===== src/rtl/rng_pkg.sv =====
// Package: shared constants and types of the random word generator.
// Assumes a 32-bit data bus and byte offsets on a 5-bit address.
package rng_pkg;
    localparam int WORD_W  = 32;
    localparam int OSC_N   = 6;
    localparam int DIV_W   = 8;
    localparam int WARM_W  = 20;
    localparam int THR_W   = 5;
    localparam int ADDR_W  = 5;

    localparam logic [ADDR_W-1:0] OFS_CTRL = 5'h00;
    localparam logic [ADDR_W-1:0] OFS_STAT = 5'h04;
    localparam logic [ADDR_W-1:0] OFS_DATA = 5'h08;
    localparam logic [ADDR_W-1:0] OFS_THR  = 5'h0C;
    localparam logic [ADDR_W-1:0] OFS_IOFF = 5'h10;

    // Writable control bits; everything else reads as zero.
    localparam logic [WORD_W-1:0] CTRL_KEEP = 32'h0FFF_FF33;

    typedef struct packed {
        logic [OSC_N-1:0] osc_b;
        logic [OSC_N-1:0] osc_a;
        logic [DIV_W-1:0] div_n;
        logic             slow_src;
        logic             slow_sel;
        logic             dbl;
        logic             run;
    } ctrl_t;
endpackage


===== src/rtl/rng_tick_gen.sv =====
// Tick generator: one tick per cycle, or one every 2*(N+1) cycles in slow
// mode. Assumes div_n and slow_mode change only through register writes.
module rng_tick_gen
    import rng_pkg::*;
#(
    parameter int DW = DIV_W
) (
    input  logic          clk,
    input  logic          rst_n,
    input  logic          run,
    input  logic          slow_mode,
    input  logic [DW-1:0] div_n,
    input  logic          stall,
    output logic          tick_o
);
    localparam int CW = DW + 1;

    logic [CW-1:0] cnt_q;
    logic [CW-1:0] limit;

    assign limit  = {div_n, 1'b1};
    assign tick_o = run && !stall && (!slow_mode || (cnt_q == limit));

    // Count bus cycles within one slow period; hold while stalled.
    always_ff @(posedge clk) begin
        if (!rst_n) begin
            cnt_q <= '0;
        end else if (!run || !slow_mode) begin
            cnt_q <= '0;
        end else if (!stall) begin
            cnt_q <= (cnt_q == limit) ? '0 : cnt_q + 1'b1;
        end
    end

    AST_SLOW_SPACING: assert property (@(posedge clk) disable iff (!rst_n)
        (slow_mode && tick_o) |=> (!tick_o || !slow_mode))
        else $error("slow ticks back to back");
endmodule


===== src/rtl/rng_bit_src.sv =====
// Bit source stub: a 32-bit shift-register sequence mixed with the enabled
// oscillator lanes. Steps once or twice per tick; holds otherwise.
module rng_bit_src
    import rng_pkg::*;
#(
    parameter logic [WORD_W-1:0] SEED = 32'h1ACE_B00C
) (
    input  logic             clk,
    input  logic             rst_n,
    input  logic             tick,
    input  logic             dbl,
    input  logic [OSC_N-1:0] osc_a,
    input  logic [OSC_N-1:0] osc_b,
    output logic             bit0_o,
    output logic             bit1_o
);
    logic [WORD_W-1:0] seq_q;
    logic [WORD_W-1:0] seq1;
    logic [WORD_W-1:0] seq2;

    function automatic logic [WORD_W-1:0] advance(input logic [WORD_W-1:0] s);
        return {s[WORD_W-2:0], s[31] ^ s[21] ^ s[1] ^ s[0]};
    endfunction

    function automatic logic mix(input logic [WORD_W-1:0] s,
                                 input logic [OSC_N-1:0] ma,
                                 input logic [OSC_N-1:0] mb);
        return (s[31] ^ s[21] ^ s[1] ^ s[0])
             ^ (^(~ma & s[OSC_N-1:0]))
             ^ (^(~mb & s[2*OSC_N-1:OSC_N]));
    endfunction

    // Next states and the two candidate bits of this tick.
    always_comb begin
        seq1   = advance(seq_q);
        seq2   = advance(seq1);
        bit0_o = mix(seq_q, osc_a, osc_b);
        bit1_o = mix(seq1, osc_a, osc_b);
    end

    // Step the sequence on each tick.
    always_ff @(posedge clk) begin
        if (!rst_n) begin
            seq_q <= SEED;
        end else if (tick) begin
            seq_q <= dbl ? seq2 : seq1;
        end
    end

    AST_HOLD_IDLE: assert property (@(posedge clk) disable iff (!rst_n)
        !tick |=> $stable(seq_q))
        else $error("sequence moved without tick");
endmodule


===== src/rtl/rng_word_pack.sv =====
// Word packer: runs the warm-up countdown, then shifts bits into a word
// (first bit ends in the MSB) and pushes each complete word.
// Assumes the speed bit changes only at word boundaries.
module rng_word_pack
    import rng_pkg::*;
#(
    parameter logic [WARM_W-1:0] WARM_INIT = 20'h40000
) (
    input  logic              clk,
    input  logic              rst_n,
    input  logic              tick,
    input  logic              dbl,
    input  logic              bit0,
    input  logic              bit1,
    input  logic              warm_load,
    input  logic [WARM_W-1:0] warm_val,
    output logic [WARM_W-1:0] warm_o,
    output logic              push_o,
    output logic [WORD_W-1:0] word_o
);
    localparam int FW = $clog2(WORD_W + 2);

    logic [WARM_W-1:0] warm_q;
    logic [WORD_W-1:0] acc_q;
    logic [WORD_W-1:0] acc_n;
    logic [FW-1:0]     fill_q;
    logic [FW-1:0]     fill_n;
    logic [WARM_W-1:0] nbits;
    logic              take;

    // Next word contents and fill level for this tick.
    always_comb begin
        nbits = dbl ? WARM_W'(2) : WARM_W'(1);
        if (dbl) begin
            acc_n  = {acc_q[WORD_W-3:0], bit0, bit1};
            fill_n = fill_q + FW'(2);
        end else begin
            acc_n  = {acc_q[WORD_W-2:0], bit0};
            fill_n = fill_q + FW'(1);
        end
        take   = tick && (warm_q == '0);
        push_o = take && (fill_n >= FW'(WORD_W));
    end

    assign word_o = acc_n;
    assign warm_o = warm_q;

    // Warm-up countdown and word assembly.
    always_ff @(posedge clk) begin
        if (!rst_n) begin
            warm_q <= WARM_INIT;
            acc_q  <= '0;
            fill_q <= '0;
        end else begin
            if (warm_load) begin
                warm_q <= warm_val;
            end else if (tick && (warm_q != '0)) begin
                warm_q <= (warm_q > nbits) ? warm_q - nbits : '0;
            end
            if (take) begin
                acc_q  <= acc_n;
                fill_q <= push_o ? fill_n - FW'(WORD_W) : fill_n;
            end
        end
    end

    AST_WARM_DISCARD: assert property (@(posedge clk) disable iff (!rst_n)
        (warm_q != '0) |=> $stable(fill_q))
        else $error("bit kept during warm-up");
endmodule


===== src/rtl/rng_fifo.sv =====
// Word queue: DEPTH entries, oldest word on data_o, zero when empty.
// Assumes the writer never pushes while full.
module rng_fifo #(
    parameter int WIDTH = 32,
    parameter int DEPTH = 8,
    localparam int AW = (DEPTH > 1) ? $clog2(DEPTH) : 1,
    localparam int CW = $clog2(DEPTH + 1)
) (
    input  logic             clk,
    input  logic             rst_n,
    input  logic             push_i,
    input  logic [WIDTH-1:0] data_i,
    input  logic             pop_i,
    output logic [WIDTH-1:0] data_o,
    output logic [CW-1:0]    count_o,
    output logic             full_o,
    output logic             empty_o
);
    logic [WIDTH-1:0] mem [DEPTH];
    logic [AW-1:0]    wp_q;
    logic [AW-1:0]    rp_q;
    logic [CW-1:0]    count_q;
    logic             do_push;
    logic             do_pop;

    assign full_o  = (count_q == CW'(DEPTH));
    assign empty_o = (count_q == '0);
    assign do_push = push_i && !full_o;
    assign do_pop  = pop_i && !empty_o;
    assign data_o  = empty_o ? '0 : mem[rp_q];
    assign count_o = count_q;

    // Store pushed words.
    always_ff @(posedge clk) begin
        if (do_push) begin
            mem[wp_q] <= data_i;
        end
    end

    // Pointers and occupancy.
    always_ff @(posedge clk) begin
        if (!rst_n) begin
            wp_q    <= '0;
            rp_q    <= '0;
            count_q <= '0;
        end else begin
            if (do_push) begin
                wp_q <= (wp_q == AW'(DEPTH - 1)) ? '0 : wp_q + 1'b1;
            end
            if (do_pop) begin
                rp_q <= (rp_q == AW'(DEPTH - 1)) ? '0 : rp_q + 1'b1;
            end
            if (do_push && !do_pop) begin
                count_q <= count_q + 1'b1;
            end else if (do_pop && !do_push) begin
                count_q <= count_q - 1'b1;
            end
        end
    end

    AST_NO_OVERFLOW: assert property (@(posedge clk) disable iff (!rst_n)
        push_i |-> !full_o)
        else $error("push into full queue");
    AST_EMPTY_POP: assert property (@(posedge clk) disable iff (!rst_n)
        (pop_i && empty_o && !push_i) |=> (count_q == '0))
        else $error("count moved on empty pop");
endmodule


===== src/rtl/rng_periph.sv =====
// Top: register file on a two-phase 32-bit bus, tick generator, bit
// source, word packer and queue. Assumes one access per transfer and
// DEPTH below 256 so the count fits the status byte.
module rng_periph
    import rng_pkg::*;
#(
    parameter int                DEPTH     = 8,
    parameter logic [WORD_W-1:0] SEED      = 32'h1ACE_B00C,
    parameter logic [WARM_W-1:0] WARM_INIT = 20'h40000,
    parameter logic [THR_W-1:0]  THR_INIT  = 5'd4
) (
    input  logic              clk,
    input  logic              rst_n,
    input  logic              psel,
    input  logic              penable,
    input  logic              pwrite,
    input  logic [ADDR_W-1:0] paddr,
    input  logic [WORD_W-1:0] pwdata,
    output logic [WORD_W-1:0] prdata,
    output logic              irq_o
);
    localparam int CW = $clog2(DEPTH + 1);

    logic [WORD_W-1:0] ctrl_q;
    ctrl_t             ctrl;
    logic [THR_W-1:0]  thr_q;
    logic              ioff_q;
    logic              wr_en;
    logic              rd_en;
    logic              tick;
    logic              bit0;
    logic              bit1;
    logic              push;
    logic [WORD_W-1:0] word;
    logic [WARM_W-1:0] warm;
    logic [WORD_W-1:0] head;
    logic [CW-1:0]     count;
    logic              full;
    logic              empty;
    logic              pop;
    logic [7:0]        count8;

    assign wr_en  = psel && penable && pwrite;
    assign rd_en  = psel && penable && !pwrite;
    assign pop    = rd_en && (paddr == OFS_DATA);
    assign count8 = 8'(count);
    assign ctrl   = ctrl_t'({ctrl_q[27:16], ctrl_q[15:8], ctrl_q[5:4], ctrl_q[1:0]});

    // Register writes.
    always_ff @(posedge clk) begin
        if (!rst_n) begin
            ctrl_q <= '0;
            thr_q  <= THR_INIT;
            ioff_q <= 1'b0;
        end else if (wr_en) begin
            if (paddr == OFS_CTRL) ctrl_q <= pwdata & CTRL_KEEP;
            if (paddr == OFS_THR)  thr_q  <= pwdata[THR_W-1:0];
            if (paddr == OFS_IOFF) ioff_q <= pwdata[0];
        end
    end

    // Read data mux.
    always_comb begin
        prdata = '0;
        if (rd_en) begin
            case (paddr)
                OFS_CTRL: prdata = ctrl_q;
                OFS_STAT: prdata = {count8, 4'b0, warm};
                OFS_DATA: prdata = head;
                OFS_THR:  prdata = {{(WORD_W-THR_W){1'b0}}, thr_q};
                OFS_IOFF: prdata = {{(WORD_W-1){1'b0}}, ioff_q};
                default:  prdata = '0;
            endcase
        end
    end

    assign irq_o = !ioff_q && (count8 >= {3'b0, thr_q});

    rng_tick_gen #(.DW(DIV_W)) u_tick (
        .clk       (clk),
        .rst_n     (rst_n),
        .run       (ctrl.run),
        .slow_mode (ctrl.slow_sel && ctrl.slow_src),
        .div_n     (ctrl.div_n),
        .stall     (full),
        .tick_o    (tick)
    );

    rng_bit_src #(.SEED(SEED)) u_src (
        .clk    (clk),
        .rst_n  (rst_n),
        .tick   (tick),
        .dbl    (ctrl.dbl),
        .osc_a  (ctrl.osc_a),
        .osc_b  (ctrl.osc_b),
        .bit0_o (bit0),
        .bit1_o (bit1)
    );

    rng_word_pack #(.WARM_INIT(WARM_INIT)) u_pack (
        .clk       (clk),
        .rst_n     (rst_n),
        .tick      (tick),
        .dbl       (ctrl.dbl),
        .bit0      (bit0),
        .bit1      (bit1),
        .warm_load (wr_en && (paddr == OFS_STAT)),
        .warm_val  (pwdata[WARM_W-1:0]),
        .warm_o    (warm),
        .push_o    (push),
        .word_o    (word)
    );

    rng_fifo #(.WIDTH(WORD_W), .DEPTH(DEPTH)) u_fifo (
        .clk     (clk),
        .rst_n   (rst_n),
        .push_i  (push),
        .data_i  (word),
        .pop_i   (pop),
        .data_o  (head),
        .count_o (count),
        .full_o  (full),
        .empty_o (empty)
    );

    AST_FULL_STALL: assert property (@(posedge clk) disable iff (!rst_n)
        (full && !pop) |=> (count8 == 8'(DEPTH)))
        else $error("full queue lost a word");
endmodule


===== config.mk =====
export PLATFORM = sky130hd
export DESIGN_NAME = rng_periph
export DESIGN_NICKNAME = d
export VERILOG_FILES = /design/src/rtl/rng_pkg.sv /design/src/rtl/rng_tick_gen.sv /design/src/rtl/rng_bit_src.sv /design/src/rtl/rng_word_pack.sv /design/src/rtl/rng_fifo.sv /design/src/rtl/rng_periph.sv
export SDC_FILE = /design/constraint.sdc
export NUM_CORES = 1
export LEC_CHECK = 0
export BUFFER_PORTS_ARGS = -buffer_cell sky130_fd_sc_hd__buf_2
export CAP_MARGIN = 20
export CORE_ASPECT_RATIO = 2
export CORE_MARGIN = 2
export CORE_UTILIZATION = 30
export DETAILED_ROUTE_END_ITERATION = 12
export GPL_ROUTABILITY_DRIVEN = 0
export SLEW_MARGIN = 15
export SYNTH_ARGS = -nofsm -noshare
export SYNTH_HDL_FRONTEND = slang
export SYNTH_SLANG_ARGS = --single-unit
export TNS_END_PERCENT = 30

===== constraint.sdc =====
create_clock -name clk -period 10.4 [get_ports clk]
set_input_delay 2.6 -clock clk [delete_from_list [all_inputs] [get_ports clk]]
set_output_delay 2.6 -clock clk [all_outputs]
set_load 0.01 [all_outputs]

# After elaboration in Yosys (flattened, before gate mapping)
# Memory sizes are Yosys's and may differ from the RTL's. A register that Yosys moved wholly into a read port is not among the register bits.
# Index checks and enable logic that the tools add are counted.
dict set report classes {
  reduce_logical 40
  addsub 9
  n_mux 20
  n_bitwise 17
  n_eq_ne 8
  n_lt_le_gt_ge 3
}
# op count
set ops {}
lappend ops {{$pmux 32 s5} 1}
lappend ops {{$mux 32} 4}
lappend ops {{$mux 20} 3}
lappend ops {{$and 6x6->6} 4}
lappend ops {{$reduce_xor 6->1} 4}
lappend ops {{$gt 20x20->1} 1}
lappend ops {{$logic_not 20->1} 1}
lappend ops {{$reduce_bool 20->1} 1}
lappend ops {{$sub 20x20->20} 1}
lappend ops {{$logic_and 1x1->1} 16}
lappend ops {{$mux 3} 4}
lappend ops {{$mux 6} 2}
lappend ops {{$not 6->6} 2}
lappend ops {{$eq 5x4->1 const B} 2}
lappend ops {{$xor 1x1->1} 10}
lappend ops {{$add 9x1->9 const B} 1}
lappend ops {{$eq 9x9->1} 1}
lappend ops {{$mux 9} 1}
lappend ops {{$logic_not 1->1} 8}
lappend ops {{$mux 4} 2}
lappend ops {{$add 3x1->3 const B} 2}
lappend ops {{$add 6x1->6 const B} 1}
lappend ops {{$add 6x2->6 const B} 1}
lappend ops {{$eq 3x3->1 const B} 2}
lappend ops {{other kinds (17)} 22}
dict set report totals {
  out_inout_bits 33
  reg_bits 138
  inputBits 42
  mem_bits_rw 256
  mem_count 1
}
# name words word_bits rd rd_ports_with_merged_regs wr line_no
set memory_table {}
lappend memory_table {u_fifo.mem 8 32 1 1 1 rng_fifo.sv:19} ;# logic [WIDTH-1:0] mem [DEPTH];

# Logic depth before layout (Yosys ltp)
dict set report logic_depth {
  ltp_word 11
  mapped_depth 14
}

# Hierarchy
# From an unflattened synthesis, not the netlist that was laid out.
dict set report hier_totals {
  hier_cells 1380
  hier_area_um2 17933.4
}
# mod seq_area_each_um2 area_each_um2 n_inst cells_each
set modules_own_cells {}
lappend modules_own_cells {rng_fifo 7947.6 10425.0 1 482}
lappend modules_own_cells {rng_word_pack 1141.1 3091.7 1 371}
lappend modules_own_cells {rng_periph 600.6 2028.2 1 265}
lappend modules_own_cells {rng_bit_src 640.6 1866.8 1 208}
lappend modules_own_cells {rng_tick_gen 180.2 521.8 1 54}

# Least setup slack after synthesis
# No wires, ideal clock.
dict set report synth_timing {
  kind {input to output}
  from {input paddr[1]}
  to {output prdata[28]}
  stages 6
  arrival_ns 3.985
  n_path_buf 1
  path_slack_ns 3.815
  cell_sequence {nor3_1 nand2_1 nor3_1 clkbuf_1 nand2_1 nor2_1}
}
dict set report synth_between {
  elab_chain_cells 3
  elab_cells_between_ends 7
}
# element line_no
set synth_rtl {}
lappend synth_rtl {{start: declaration} rng_periph.sv:17} ;# input logic [ADDR_W-1:0] paddr,
lappend synth_rtl {{$eq 5x5->1 (tied with other cells)} rng_periph.sv:66} ;# case (paddr)
lappend synth_rtl {{$pmux 32 s5 (*)} rng_periph.sv:66}
lappend synth_rtl {{$mux 32 (*)} rng_periph.sv:65} ;# if (rd_en) begin
lappend synth_rtl {{end: declaration} rng_periph.sv:19} ;# output logic [WORD_W-1:0] prdata,
# Every way passes the cells marked *; elsewhere a longest branch is shown, timed or not.

# Worst setup path in the final report
dict set report layout_timing {
  from {input paddr[1]}
  to {output prdata[24]}
}
# Same word-level chain as after synthesis.

==> summary.md <==
| Metric | Value |
|---|---|
| TritonCTS clock tree | done |
| Critical Path Sink Type | output pin |
| Layout cells sized above 1 | 0.218 |
| Reg2reg setup slack | approximately 6.6 ns |
| Ys flop type | edfxtp_1 |
| Max incr delay on CP | about 0.7 ns |
| Post-CTS setup buffers | 0 |
| Num ports | 75 |
| RSZ-0062 raised after global routing | false |
| Nets@finish | 1,404 |
| Post-route ant nets | 0 |
| Drt drc | 0 |
| Actual slew at the worst max-slew pin | 0.992 ns |
| Worst R2R End | u_fifo.count_o[3] |
| Per-cell routed wire length | 20.9 um |
| CTS Buffer Depth | 3 |
| Chip height | approximately 340 um |
| Post-synthesis cell count | roughly 1,300 |
| Largest family of logic cells by synthesized area | multiplexers |
| Critical path arrival | ~4.7 ns |
| WHS Path Cells | 2 |
| Adder-Cell Fraction of Synth Area | 0.0138 |
| Post-synthesis compound-gate area fraction | 0.0727 |
| Leak pwr | around 6.4 nW |
| Worst Setup EP | prdata[24] |
| PwrDens | 152 nW/um^2 |
| Simple-Gate Fraction of Synth Area | 0.0938 |
| Worst Path Required | just under 8 ns |
| Crit path depth | 7 |
| Post-synth top cells | edfxtp_1, dfxtp_1, nor2_1 |
| Tmin final | ~7.3 ns |
| Worst r2r path cells | 13 |
| Number of I/O port buffers | 70 |
| Hold Vio Cnt, Final | 0 |
| Asr flop ratio synth | 0 |
| Mux share of post-synthesis cell area | 0.162 |
| R2R Path Start | u_pack.warm_o[8] |
| Synth Area in XOR/XNOR | 0.0289 |
| Register area share after synthesis | 0.605 |
| H-tree depth | 2 |
| Worst-Skew Late Latency | between 0.5 and 0.6 ns |
| Total Die Area | ~60,000 sq um |
| Grt total ovfl | 0 |
| Mapped Nets | 1,354 |
| Mean area per synthesized cell | roughly 13 sq um |
| Drt pass-1 iters | 6 |
| Post-CTS sizing | 0 |
| Fmax | about 140 MHz |
| Worst vdd ir | approximately 110 uV |
| Clock root cell | clkbuf_16 |
| Initial antenna violation count | 1 |
| Setup Slack @ Placement | about 3.1 ns |
| Vias in the first global route | roughly 11,000 |
| Synthesized area | about 17,000 sq um |
| Largest delay share family, worst path | simple AND/OR/NAND/NOR gates |
| Post-synth EDFFs | between 200 and 300 |
| Area added between synthesis and finish | 13.3% |
| Post-CTS Hold Buffers | 0 |
| Core area | about 57,000 sq um |
| Worst setup startpoint | paddr[1] |
| PnR worst setup slack | about 3.1 ns |
| Max Cap Violations | 0 |
| Initial Util | 0.303 |
| Synth area leader | edfxtp_1 |
| Dominant cell by count in the synthesized netlist | edfxtp_1 |
| Ant. Diodes | 0 |
| Worst Setup Path Type | in2out |
| Number of buffer and inverter stages on the critical path | 3 |
| Num CTS Buffers | 34 |
| Max-slew violation count | 0 |
| # clock sinks | 397 |
| First-pass GRT wire length | approximately 68,000 um |
| DRT iter0 DRCs | slightly below 800 |
| Most frequent CP cell | buf_2 |
| Number of synthesized register bits | between 300 and 400 |
| Ys Warns | 0 |
| Hold Path Class | reg2reg |
| Max_slew headroom | 0.339 |
| CP Cell Sequence | buf_2, nor4_1, nor2b_2, buf_4, a222oi_1, nor2_1, buf_2 |
| Clk_skew | 0.0206 ns |
| DR vias | between 10,000 and 15,000 |
| Cell at the slowest stage of the critical path | nor4_1 |
| Largest net degree at the start of global routing | 65 |
| Critical Path Fanout Max | 25 |
| Post-synth top area share | 0.443 |
| Gr usage total | 0.147 |
| Period utilization | 0.701 |
| Yosys cell types | 66 |
| Startpoint Class | input pin |
| Final WL | about 44,000 um |
| Setup TNS | 0 ns |
| Die X | ~170 um |
| Top post-synthesis cells by area | edfxtp_1, dfxtp_1, mux4_2 |
| Detailed Place HPWL | around 29,000 um |
| Std cell rows | 124 |
| Vias per cell | approximately 5.2 |
| Clk slew on worst S/H paths | approximately 0.07 ns |
| Outcome | finished, final reports clean |
| Setup violations, final | 0 |
## cell usage in the layout (no fill, tap or decap), types with 20 or more instances in the layout
master	count
a21oi_1	66
a222oi_1	22
buf_2	71
buf_4	24
clkbuf_16	35
dfxtp_1	137
edfxtp_1	256
mux2_2	59
mux2i_1	70
mux4_2	64
nand2_1	104
nand3_1	25
nor2_1	123
nor2b_1	20
o211ai_1	21
xnor2_1	37
## flip-flops by register name, indices dropped and copies added (netlist names), named ones only
name	count
ctrl_q	24
u_pack.fill_q	6
u_pack.acc_q	31
ioff_q	1
u_pack.warm_o	20
u_fifo.wp_q	3
u_fifo.rp_q	3
thr_q	5
u_fifo.count_o	4
u_tick.cnt_q	9
u_fifo.mem	256
u_src.seq_q	32
## metal layers
layer	routed length, um	global-route usage
met1	16200	0.155
met2	23800	0.280
met3	1870	0.0190
met4	2440	0.0863
met5	0	0
## worst register-to-register path, stage by stage, from the launching register on
cell and delay (ns):
dfxtp_1 0.38, or4_1 0.72, or4_4 0.49, nor2_1 0.26, nand3_2 0.26, inv_1 0.17, ha_1 0.19, inv_1 0.09
ha_1 0.28, a21o_1 0.17, a21oi_1 0.16, xnor2_1 0.09, or3_1 0.30, a21oi_1 0.15
## how the worst min path moves through the flow
stage,start,end
floorplan,u_pack.acc_q[30],u_pack.acc_q[30]
global placement,u_pack.acc_q[30],u_pack.acc_q[30]
detailed placement,u_pack.acc_q[30],u_pack.acc_q[30]
CTS,u_pack.acc_q[30],u_pack.acc_q[30]
global route,u_pack.acc_q[30],u_pack.acc_q[30]
finish,u_pack.acc_q[30],u_pack.acc_q[30]
## cell families after synthesis
logic type,count (synthesis)
adders and majority gates,18
muxes,193
AOI/OAI and AO/OA,185
xor gates and xnor gates,51
and+or+nand+nor,353
buffers and inverters,97
DFF,397
## layout make-up
| type | instances | area [sq um] |
|---|---|---|
| Inverter | 15 | 57.6 |
| Fill cell | 5564 | 37600 |
| Multi-Input combinational cell | 800 | 6500 |
| Tap cell | 756 | 946 |
| Clock buffer | 52 | 990 |
| Timing Repair Buffer | 96 | 551 |
| Sequential cell | 397 | 10500 |
| Clock inverter | 10 | 109 |
## report_power, final
group          internal (mW)  switching (mW)  leakage, nW  total (mW)
logic                 0.0125          0.0273         2.35      0.0398
registers               1.66         0.00164         3.51        1.66
clock network          0.694           0.592        0.523        1.29
total                   2.36           0.621         6.38        2.98
## stage by stage
stage               std cells   util  instance area (sq um)  power [mW]  hold slack (ns)
finish                   2126  0.344                  19700        2.98            0.456
global route             2126  0.344                  19700        3.07            0.499
CTS                      2125  0.344                  19700        3.02            0.461
detailed placement       2063  0.324                  18600        1.73            0.451
global placement         2062  0.324                  18600        1.73            0.449
floorplan                1294      -                  17400        1.71            0.434
Note: power is estimated with default switching activity, not from simulation.
